**src/rtl/irq_vc_pkg.sv**
```systemverilog
package irq_vc_pkg;
  localparam int NSRC      = 7;
  localparam int NEXT      = 3;
  localparam int NPER      = 5;
  localparam int LVL_W     = $clog2(NSRC + 1);
  localparam logic [LVL_W-1:0] LVL_NONE = LVL_W'(NSRC);
  localparam int VEC_W     = 14;
  localparam int VEC_STEP  = 4;
  localparam int ASTAT_W   = 8;
  localparam int MSTAT_W   = 7;
  localparam int CTRL_W    = 5;
  localparam int NEST_BIT  = 4;
  localparam int STK_DEPTH = 7;
  localparam int DEPTH_W   = $clog2(STK_DEPTH + 1);

  typedef struct packed {
    logic [ASTAT_W-1:0] astat;
    logic [MSTAT_W-1:0] mstat;
    logic [NSRC-1:0]    mask;
    logic [LVL_W-1:0]   lvl;
  } frame_t;

  localparam int FRAME_W = $bits(frame_t);

  // external pin feeding a source, -1 if none
  function automatic int ext_of(input int s);
    case (s)
      1:       return 2;
      4:       return 1;
      5:       return 0;
      default: return -1;
    endcase
  endfunction
endpackage

```
**src/rtl/irq_vc_req.sv**
```systemverilog
module irq_vc_req
  import irq_vc_pkg::*;
(
  input  logic            clk_i,
  input  logic            rst_ni,
  input  logic [NSRC-1:0] int_req_i,
  input  logic [NEXT-1:0] irq_n_i,
  input  logic [NEXT-1:0] edge_i,
  input  logic [NSRC-1:0] force_i,
  input  logic [NSRC-1:0] clear_i,
  input  logic [NSRC-1:0] ack_clr_i,
  output logic [NSRC-1:0] req_o
);
  logic [NEXT-1:0] irq_n_q;
  logic [NEXT-1:0] fall;
  logic [NSRC-1:0] set, lvl, pend_q;

  always_ff @(posedge clk_i or negedge rst_ni) begin
    if (!rst_ni) irq_n_q <= '1;
    else         irq_n_q <= irq_n_i;
  end

  assign fall = irq_n_q & ~irq_n_i & edge_i;

  for (genvar s = 0; s < NSRC; s++) begin : g_src
    if (ext_of(s) >= 0) begin : g_ext
      localparam int E = ext_of(s);
      assign set[s] = int_req_i[s] | force_i[s] | fall[E];
      assign lvl[s] = ~edge_i[E] & ~irq_n_i[E];
    end else begin : g_int
      assign set[s] = int_req_i[s] | force_i[s];
      assign lvl[s] = 1'b0;
    end
  end

  always_ff @(posedge clk_i or negedge rst_ni) begin
    if (!rst_ni) pend_q <= '0;
    else         pend_q <= (pend_q | set) & ~(clear_i | ack_clr_i);
  end

  assign req_o = pend_q | lvl;
endmodule

```
**src/rtl/irq_vc_sel.sv**
```systemverilog
module irq_vc_sel
  import irq_vc_pkg::*;
(
  input  logic [NSRC-1:0]  req_i,
  input  logic [NSRC-1:0]  mask_i,
  input  logic             nest_i,
  input  logic [LVL_W-1:0] active_i,
  output logic             valid_o,
  output logic [LVL_W-1:0] idx_o,
  output logic [VEC_W-1:0] vec_o
);
  logic [NSRC-1:0] elig;

  for (genvar s = 0; s < NSRC; s++) begin : g_elig
    if (s == 0) begin : g_top
      assign elig[s] = req_i[s];
    end else begin : g_rest
      assign elig[s] = req_i[s] & mask_i[s] &
                       (nest_i ? (LVL_W'(s) < active_i) : (active_i == LVL_NONE));
    end
  end

  always_comb begin
    valid_o = 1'b0;
    idx_o   = '0;
    for (int s = NSRC - 1; s >= 0; s--) begin
      if (elig[s]) begin
        valid_o = 1'b1;
        idx_o   = LVL_W'(s);
      end
    end
  end

  assign vec_o = VEC_W'(idx_o) * VEC_W'(VEC_STEP);
endmodule

```
**src/rtl/irq_vc_stack.sv**
```systemverilog
module irq_vc_stack #(
  parameter int DEPTH = 7,
  parameter int W     = 8,
  localparam int CNT_W = $clog2(DEPTH + 1),
  localparam int PTR_W = (DEPTH > 1) ? $clog2(DEPTH) : 1
) (
  input  logic             clk_i,
  input  logic             rst_ni,
  input  logic             push_i,
  input  logic             pop_i,
  input  logic [W-1:0]     din_i,
  output logic [W-1:0]     dout_o,
  output logic [CNT_W-1:0] depth_o,
  output logic             ovf_o
);
  logic [W-1:0]     mem [DEPTH];
  logic [CNT_W-1:0] cnt_q;
  logic             full, empty, do_pop, do_push;

  assign full    = (cnt_q == CNT_W'(DEPTH));
  assign empty   = (cnt_q == '0);
  assign do_pop  = pop_i & ~empty;
  assign do_push = push_i & ~pop_i & ~full;

  always_ff @(posedge clk_i or negedge rst_ni) begin
    if (!rst_ni) begin
      cnt_q <= '0;
      ovf_o <= 1'b0;
    end else begin
      if (do_pop)       cnt_q <= cnt_q - 1'b1;
      else if (do_push) cnt_q <= cnt_q + 1'b1;
      if (push_i && !pop_i && full) ovf_o <= 1'b1;
    end
  end

  always_ff @(posedge clk_i) begin
    if (do_push) mem[PTR_W'(cnt_q)] <= din_i;
  end

  assign dout_o  = empty ? '0 : mem[PTR_W'(cnt_q - 1'b1)];
  assign depth_o = cnt_q;
endmodule

```
**src/rtl/irq_vector_ctrl.sv**
```systemverilog
module irq_vector_ctrl
  import irq_vc_pkg::*;
(
  input  logic               clk_i,
  input  logic               rst_ni,
  input  logic               reset_req_i,
  input  logic [NEXT-1:0]    irq_n_i,
  input  logic [NPER-1:0]    periph_req_i,
  input  logic               mask_we_i,
  input  logic [NSRC-1:0]    mask_d_i,
  input  logic               ctrl_we_i,
  input  logic [CTRL_W-1:0]  ctrl_d_i,
  input  logic               ifc_we_i,
  input  logic [NSRC-1:0]    ifc_force_i,
  input  logic [NSRC-1:0]    ifc_clear_i,
  input  logic [ASTAT_W-1:0] astat_i,
  input  logic [MSTAT_W-1:0] mstat_i,
  input  logic               ack_i,
  input  logic               rti_i,
  output logic               irq_o,
  output logic [VEC_W-1:0]   vec_o,
  output logic               restore_o,
  output logic [ASTAT_W-1:0] astat_o,
  output logic [MSTAT_W-1:0] mstat_o,
  output logic [NSRC-1:0]    mask_o,
  output logic [DEPTH_W-1:0] depth_o,
  output logic               stack_ovf_o
);
  logic [NSRC-1:0]   mask_q, req, ack_clr, int_req, frc, clr;
  logic [CTRL_W-1:0] ctrl_q;
  logic [LVL_W-1:0]  active_q, sel_idx;
  logic              take, do_pop;
  frame_t            push_f, top_f;
  logic [FRAME_W-1:0] top_raw;

  assign int_req = {periph_req_i, 1'b0, reset_req_i};
  assign frc     = ifc_we_i ? ifc_force_i : '0;
  assign clr     = ifc_we_i ? ifc_clear_i : '0;
  assign take    = ack_i & irq_o & ~rti_i;
  assign do_pop  = rti_i & (depth_o != '0);
  assign ack_clr = take ? (NSRC'(1) << sel_idx) : '0;

  irq_vc_req u_req (
    .clk_i, .rst_ni,
    .int_req_i (int_req),
    .irq_n_i,
    .edge_i    (ctrl_q[NEXT-1:0]),
    .force_i   (frc),
    .clear_i   (clr),
    .ack_clr_i (ack_clr),
    .req_o     (req)
  );

  irq_vc_sel u_sel (
    .req_i    (req),
    .mask_i   (mask_q),
    .nest_i   (ctrl_q[NEST_BIT]),
    .active_i (active_q),
    .valid_o  (irq_o),
    .idx_o    (sel_idx),
    .vec_o
  );

  assign push_f = '{astat: astat_i, mstat: mstat_i, mask: mask_q, lvl: active_q};

  irq_vc_stack #(.DEPTH(STK_DEPTH), .W(FRAME_W)) u_stk (
    .clk_i, .rst_ni,
    .push_i  (take),
    .pop_i   (rti_i),
    .din_i   (push_f),
    .dout_o  (top_raw),
    .depth_o,
    .ovf_o   (stack_ovf_o)
  );

  assign top_f = frame_t'(top_raw);

  always_ff @(posedge clk_i or negedge rst_ni) begin
    if (!rst_ni) begin
      mask_q    <= '0;
      ctrl_q    <= '0;
      active_q  <= LVL_NONE;
      restore_o <= 1'b0;
      astat_o   <= '0;
      mstat_o   <= '0;
    end else begin
      restore_o <= do_pop;
      if (ctrl_we_i) ctrl_q <= ctrl_d_i;
      if (do_pop)         mask_q <= top_f.mask;
      else if (mask_we_i) mask_q <= mask_d_i;
      if (take)        active_q <= sel_idx;
      else if (do_pop) active_q <= top_f.lvl;
      if (do_pop) begin
        astat_o <= top_f.astat;
        mstat_o <= top_f.mstat;
      end
    end
  end

  assign mask_o = mask_q;
endmodule

```
**config.mk**
```make
export PLATFORM = sky130hd
export DESIGN_NAME = irq_vector_ctrl
export DESIGN_NICKNAME = d
export VERILOG_FILES = /design/src/rtl/irq_vc_pkg.sv /design/src/rtl/irq_vc_req.sv /design/src/rtl/irq_vc_sel.sv /design/src/rtl/irq_vc_stack.sv /design/src/rtl/irq_vector_ctrl.sv
export SDC_FILE = /design/constraint.sdc
export NUM_CORES = 1
export LEC_CHECK = 0
export CAP_MARGIN = 15
export CORE_UTILIZATION = 35
export DETAILED_ROUTE_END_ITERATION = 8
export DONT_BUFFER_PORTS = 1
export PLACE_DENSITY = 0.58
export SLEW_MARGIN = 25
export SYNTH_ARGS = -nofsm -noshare
export SYNTH_HDL_FRONTEND = slang
export SYNTH_SLANG_ARGS = --single-unit
```
**constraint.sdc**
```tcl
create_clock -name clk_i -period 9.3 [get_ports clk_i]
set_clock_uncertainty 0.1 [all_clocks]
set_input_delay 0.93 -clock clk_i [delete_from_list [all_inputs] [get_ports clk_i]]
set_output_delay 0.93 -clock clk_i [all_outputs]
set_load 0.01 [all_outputs]
```
==> impl_metrics.env <==
export IMPL_root_buffer="sky130_fd_sc_hd__clkbuf_16"
export IMPL_tritoncts_clock_tree="yes"
export IMPL_synthArstFlopShare=0.201
export IMPL_synthFlopType="sky130_fd_sc_hd__edfxtp_1"
export IMPL_utilization=0.409
export IMPL_intPower_uw=2180
export IMPL_wl_per_cell_um=20.6
export IMPL_postCtsSetupBuffers=0
export IMPL_synth_cell_types=54
export IMPL_drt_pre_antenna_iters=4
export IMPL_hold_class="in2async"
export IMPL_rsz_0062_raised_after_global_routing="no"
export IMPL_tightest_slew_ps=895
export IMPL_row_count=57
export IMPL_share_of_total_power_in_sequential_cells=0.428
export IMPL_detail_route_drc_violations=0
export IMPL_worstPathMaxFanout=15
export IMPL_floorplan_die_area_um2=26000
export IMPL_synthesis_yosys_warnings=0
export IMPL_ff2ff_path_depth=6
export IMPL_worstSkewPairLatency_ps=520
export IMPL_starting_density_of_the_core=0.360
export IMPL_ys_seq_area_frac=0.718
export IMPL_relSlewSlack=0.403
export IMPL_worst_setup_path_end_kind="primary output"
export IMPL_track_usage=0.144
export IMPL_hold_worst_slack_ps=149
export IMPL_die_w_um=161
export IMPL_finalSetupTns_ps=0
export IMPL_antenna_found_initial=0
export IMPL_rd_place_congestion=0.803
export IMPL_die_h_um=161
export IMPL_worst_ep_arrival_time_ps=2540
export IMPL_register_bit_total_from_synthesis=219
export IMPL_placeableCoreArea_um2=24600
export IMPL_synth_edff_count=175
export IMPL_cts_inserted_buffers=23
export IMPL_drv_cap=0
export IMPL_critical_path_class="reg2out"
export IMPL_sw_frac_of_total=0.333
export IMPL_fin_crit_ps=3570
export IMPL_power_clock_fraction=0.286
export IMPL_final_hold_viol_count=0
export IMPL_dp_hpwl_mm=9.92
export IMPL_leakage_uw=0.00346
export IMPL_placement_cell_area_um2=9230
export IMPL_htree_levels=1
export IMPL_report_final_slew_viol_count=0
export IMPL_post_route_period_util=0.384
export IMPL_via_count_of_the_first_global_routing_pass=4890
export IMPL_setup_reg_to_reg_worst_slack_ps=6310
export IMPL_net_switching_power_uw=1090
export IMPL_total_via_count_in_the_routed_design=4714
export IMPL_grt_remaining_overflow=0
export IMPL_ioPinCount=99
export IMPL_worstPathRequired_ps=8270
export IMPL_start_kind="flop"
export IMPL_drt_iter0_markers=204
export IMPL_finalSetupViolCount=0
export IMPL_syn_avg_cell_area_um2=16.3
export IMPL_post_route_cells_drive_above_1_share=0.182
export IMPL_stdcell_area_um2=10100
export IMPL_final_antenna_net_count=0
export IMPL_power_ir_vdd_worst_mv=0.330
export IMPL_buffer_ports_inserted=0
export IMPL_grt_first_pass_wirelength_mm=28.5
export IMPL_worst_r2r_startpoint="active_q[2]"
export IMPL_grt_start_max_net_pins=75
export IMPL_r2r_end="u_stk.mem[3][17]"
export IMPL_finalNetCount=615
export IMPL_fin_cells=896
export IMPL_outcome="completed"
export IMPL_post_drt_via_cell_ratio=5.26
export IMPL_combPwrFrac=0.286
export IMPL_cts_path_max_buffers=3
export IMPL_wirelength_mm=18.5
export IMPL_place_detailed_instances=849
export IMPL_cellPowerDensity_nw_per_um2=324
export IMPL_clk_pin_slew_worst_paths_ps=60
export IMPL_synthesis_instances=544
export IMPL_max_freq_ghz=0.280
export IMPL_flow_area_growth_from_synthesis_pct=13.7
export IMPL_cts_sinks=219
export IMPL_syn_area_um2=8860
[metal layers]
| metal | share of wire | GRT usage | vias up |
|---|---|---|---|
| met4 | 0.015 | 0.0283 | 0 |
| met1 | 0.44 | 0.187 | 2417 |
| met5 | 0 | 0 | - |
| li1 | - | - | 2131 |
| met3 | 0.066 | 0.0347 | 20 |
| met2 | 0.48 | 0.246 | 146 |
[how the worst max path moves through the flow]
| stage | cells after the start | slack, ps | from | endpoint |
|---|---|---|---|---|
| 4_1_cts | 5 | 5750 | active_q[2] | vec_o[3] |
| 6_report | 5 | 5730 | active_q[2] | vec_o[3] |
| 5_1_grt | 5 | 5480 | active_q[2] | vec_o[3] |
| 2_1_floorplan | 6 | 4360 | irq_n_i[1] | u_stk.mem[2][0] |
| 3_5_place_dp | 5 | 5960 | irq_n_i[1] | vec_o[3] |
| 3_3_place_gp | 5 | 5970 | irq_n_i[1] | vec_o[3] |
[flip-flops by register name (all words and copies together), names as in the netlist]
| name | flops |
|---|---|
| active_q | 3 |
| astat_o | 8 |
| ctrl_q | 4 |
| mask_o | 7 |
| mstat_o | 7 |
| restore_o | 1 |
| u_req.irq_n_q | 3 |
| u_req.pend_q | 7 |
| u_stk.depth_o | 3 |
| u_stk.mem | 175 |
| u_stk.ovf_o | 1 |
[stage by stage]
step	setup WS, ps	total power (µW)
6_report	5730	3270
3_5_place_dp	5960	2360
2_1_floorplan	4360	2100
5_1_grt	5480	3460
4_1_cts	5750	3310
3_3_place_gp	5970	2340
[cells in the final DEF (no fill, tap or decap), types with 3 or more instances in the layout]
| master | n |
|---|---|
| sky130_fd_sc_hd__edfxtp_1 | 175 |
| sky130_fd_sc_hd__a211oi_1 | 38 |
| sky130_fd_sc_hd__dfrtp_1 | 37 |
| sky130_fd_sc_hd__nor2_1 | 36 |
| sky130_fd_sc_hd__mux2i_1 | 32 |
| sky130_fd_sc_hd__a21oi_1 | 27 |
| sky130_fd_sc_hd__mux4_2 | 25 |
| sky130_fd_sc_hd__clkbuf_16 | 23 |
| sky130_fd_sc_hd__o21ai_0 | 21 |
| sky130_fd_sc_hd__nand2_1 | 21 |
| sky130_fd_sc_hd__conb_1 | 11 |
| sky130_fd_sc_hd__inv_1 | 10 |
| sky130_fd_sc_hd__buf_4 | 10 |
| sky130_fd_sc_hd__a31oi_1 | 8 |
| sky130_fd_sc_hd__dfstp_2 | 6 |
| sky130_fd_sc_hd__a21o_1 | 4 |
| sky130_fd_sc_hd__mux2_2 | 4 |
| sky130_fd_sc_hd__clkinv_2 | 4 |
| sky130_fd_sc_hd__and3_1 | 3 |
| sky130_fd_sc_hd__o221ai_1 | 3 |
| sky130_fd_sc_hd__nand3b_1 | 3 |
| sky130_fd_sc_hd__clkinv_1 | 3 |
| sky130_fd_sc_hd__nor4_2 | 3 |
| sky130_fd_sc_hd__ha_1 | 3 |
| sky130_fd_sc_hd__clkbuf_1 | 3 |
| sky130_fd_sc_hd__clkbuf_8 | 3 |
| sky130_fd_sc_hd__bufinv_16 | 3 |
| sky130_fd_sc_hd__dlygate4sd3_1 | 3 |
[logic make-up (layout without fill, tap and decap cells)]
| group | after synthesis | after routing | share of synthesized area |
|---|---|---|---|
| compound gates | 117 | 117 | 0.0884 |
| xor+xnor | 3 | 3 | 0.00297 |
| fa+ha+maj | 4 | 4 | 0.00565 |
| buf+inv | 51 | 68 | 0.0285 |
| flops | 219 | 219 | 0.718 |
| mux | 62 | 62 | 0.106 |
| other cells | 1 | 12 | 0.000423 |
| simple gates | 87 | 87 | 0.0497 |
[cell type report]
type                            count  area, µm²
Fill cell                        2233      14500
Sequential cell                   219       6370
Multi-Input combinational cell    284       2330
Clock buffer                       29        628
Tap cell                          324        405
Clock inverter                     13        161
Timing Repair Buffer               15        136
Inverter                           11       41.3
Antenna cell                        1       2.50
[cells in the mapped netlist (all sizes together) (2+ instances only)]
master,instances,share of area
o221ai,4,0.0047
nand3b,3,0.0025
nand3,2,0.0011
ha,4,0.0056
dfrtp,38,0.11
and2,2,0.0014
nand2b,2,0.0014
buf,22,0.016
mux2,5,0.0064
inv,10,0.0042
o21ai,22,0.012
nor4,3,0.0021
mux2i,32,0.036
mux4,25,0.064
edfxtp,175,0.59
a21o,6,0.0061
a21oi,28,0.016
a211oi,38,0.032
clkbuf,18,0.0076
nor3,3,0.0017
xnor2,3,0.0030
nand2,21,0.0089
and2b,2,0.0020
and4,2,0.0020
a221oi,2,0.0020
and3,4,0.0030
a31oi,8,0.0056
dfstp,6,0.018
a22o,2,0.0020
nor2,36,0.015
nor2b,2,0.0014
[critical path, stage by stage, from the launching register on]
cell	delay [ps]
sky130_fd_sc_hd__dfstp_2	680
sky130_fd_sc_hd__o21ai_0	160
sky130_fd_sc_hd__nor4bb_1	350
sky130_fd_sc_hd__and2b_2	260
sky130_fd_sc_hd__a32oi_1	370
sky130_fd_sc_hd__inv_1	210
[power by group through the flow]
stage	clock [µW]	sequential, µW	combinational [µW]
2_1_floorplan	0	1360	746
3_5_place_dp	0	1420	939
6_report	935	1400	933
5_1_grt	996	1420	1050
3_3_place_gp	0	1410	929
4_1_cts	957	1410	951
[timing repair]
action / in CTS / in global routing
hold buffers: 3 / 1
gates resized for setup: 0 / 0
endpoints found under the hold margin: 29 / 1
setup endpoints to repair: 0 / 0
(Power assumes the default switching activity.)
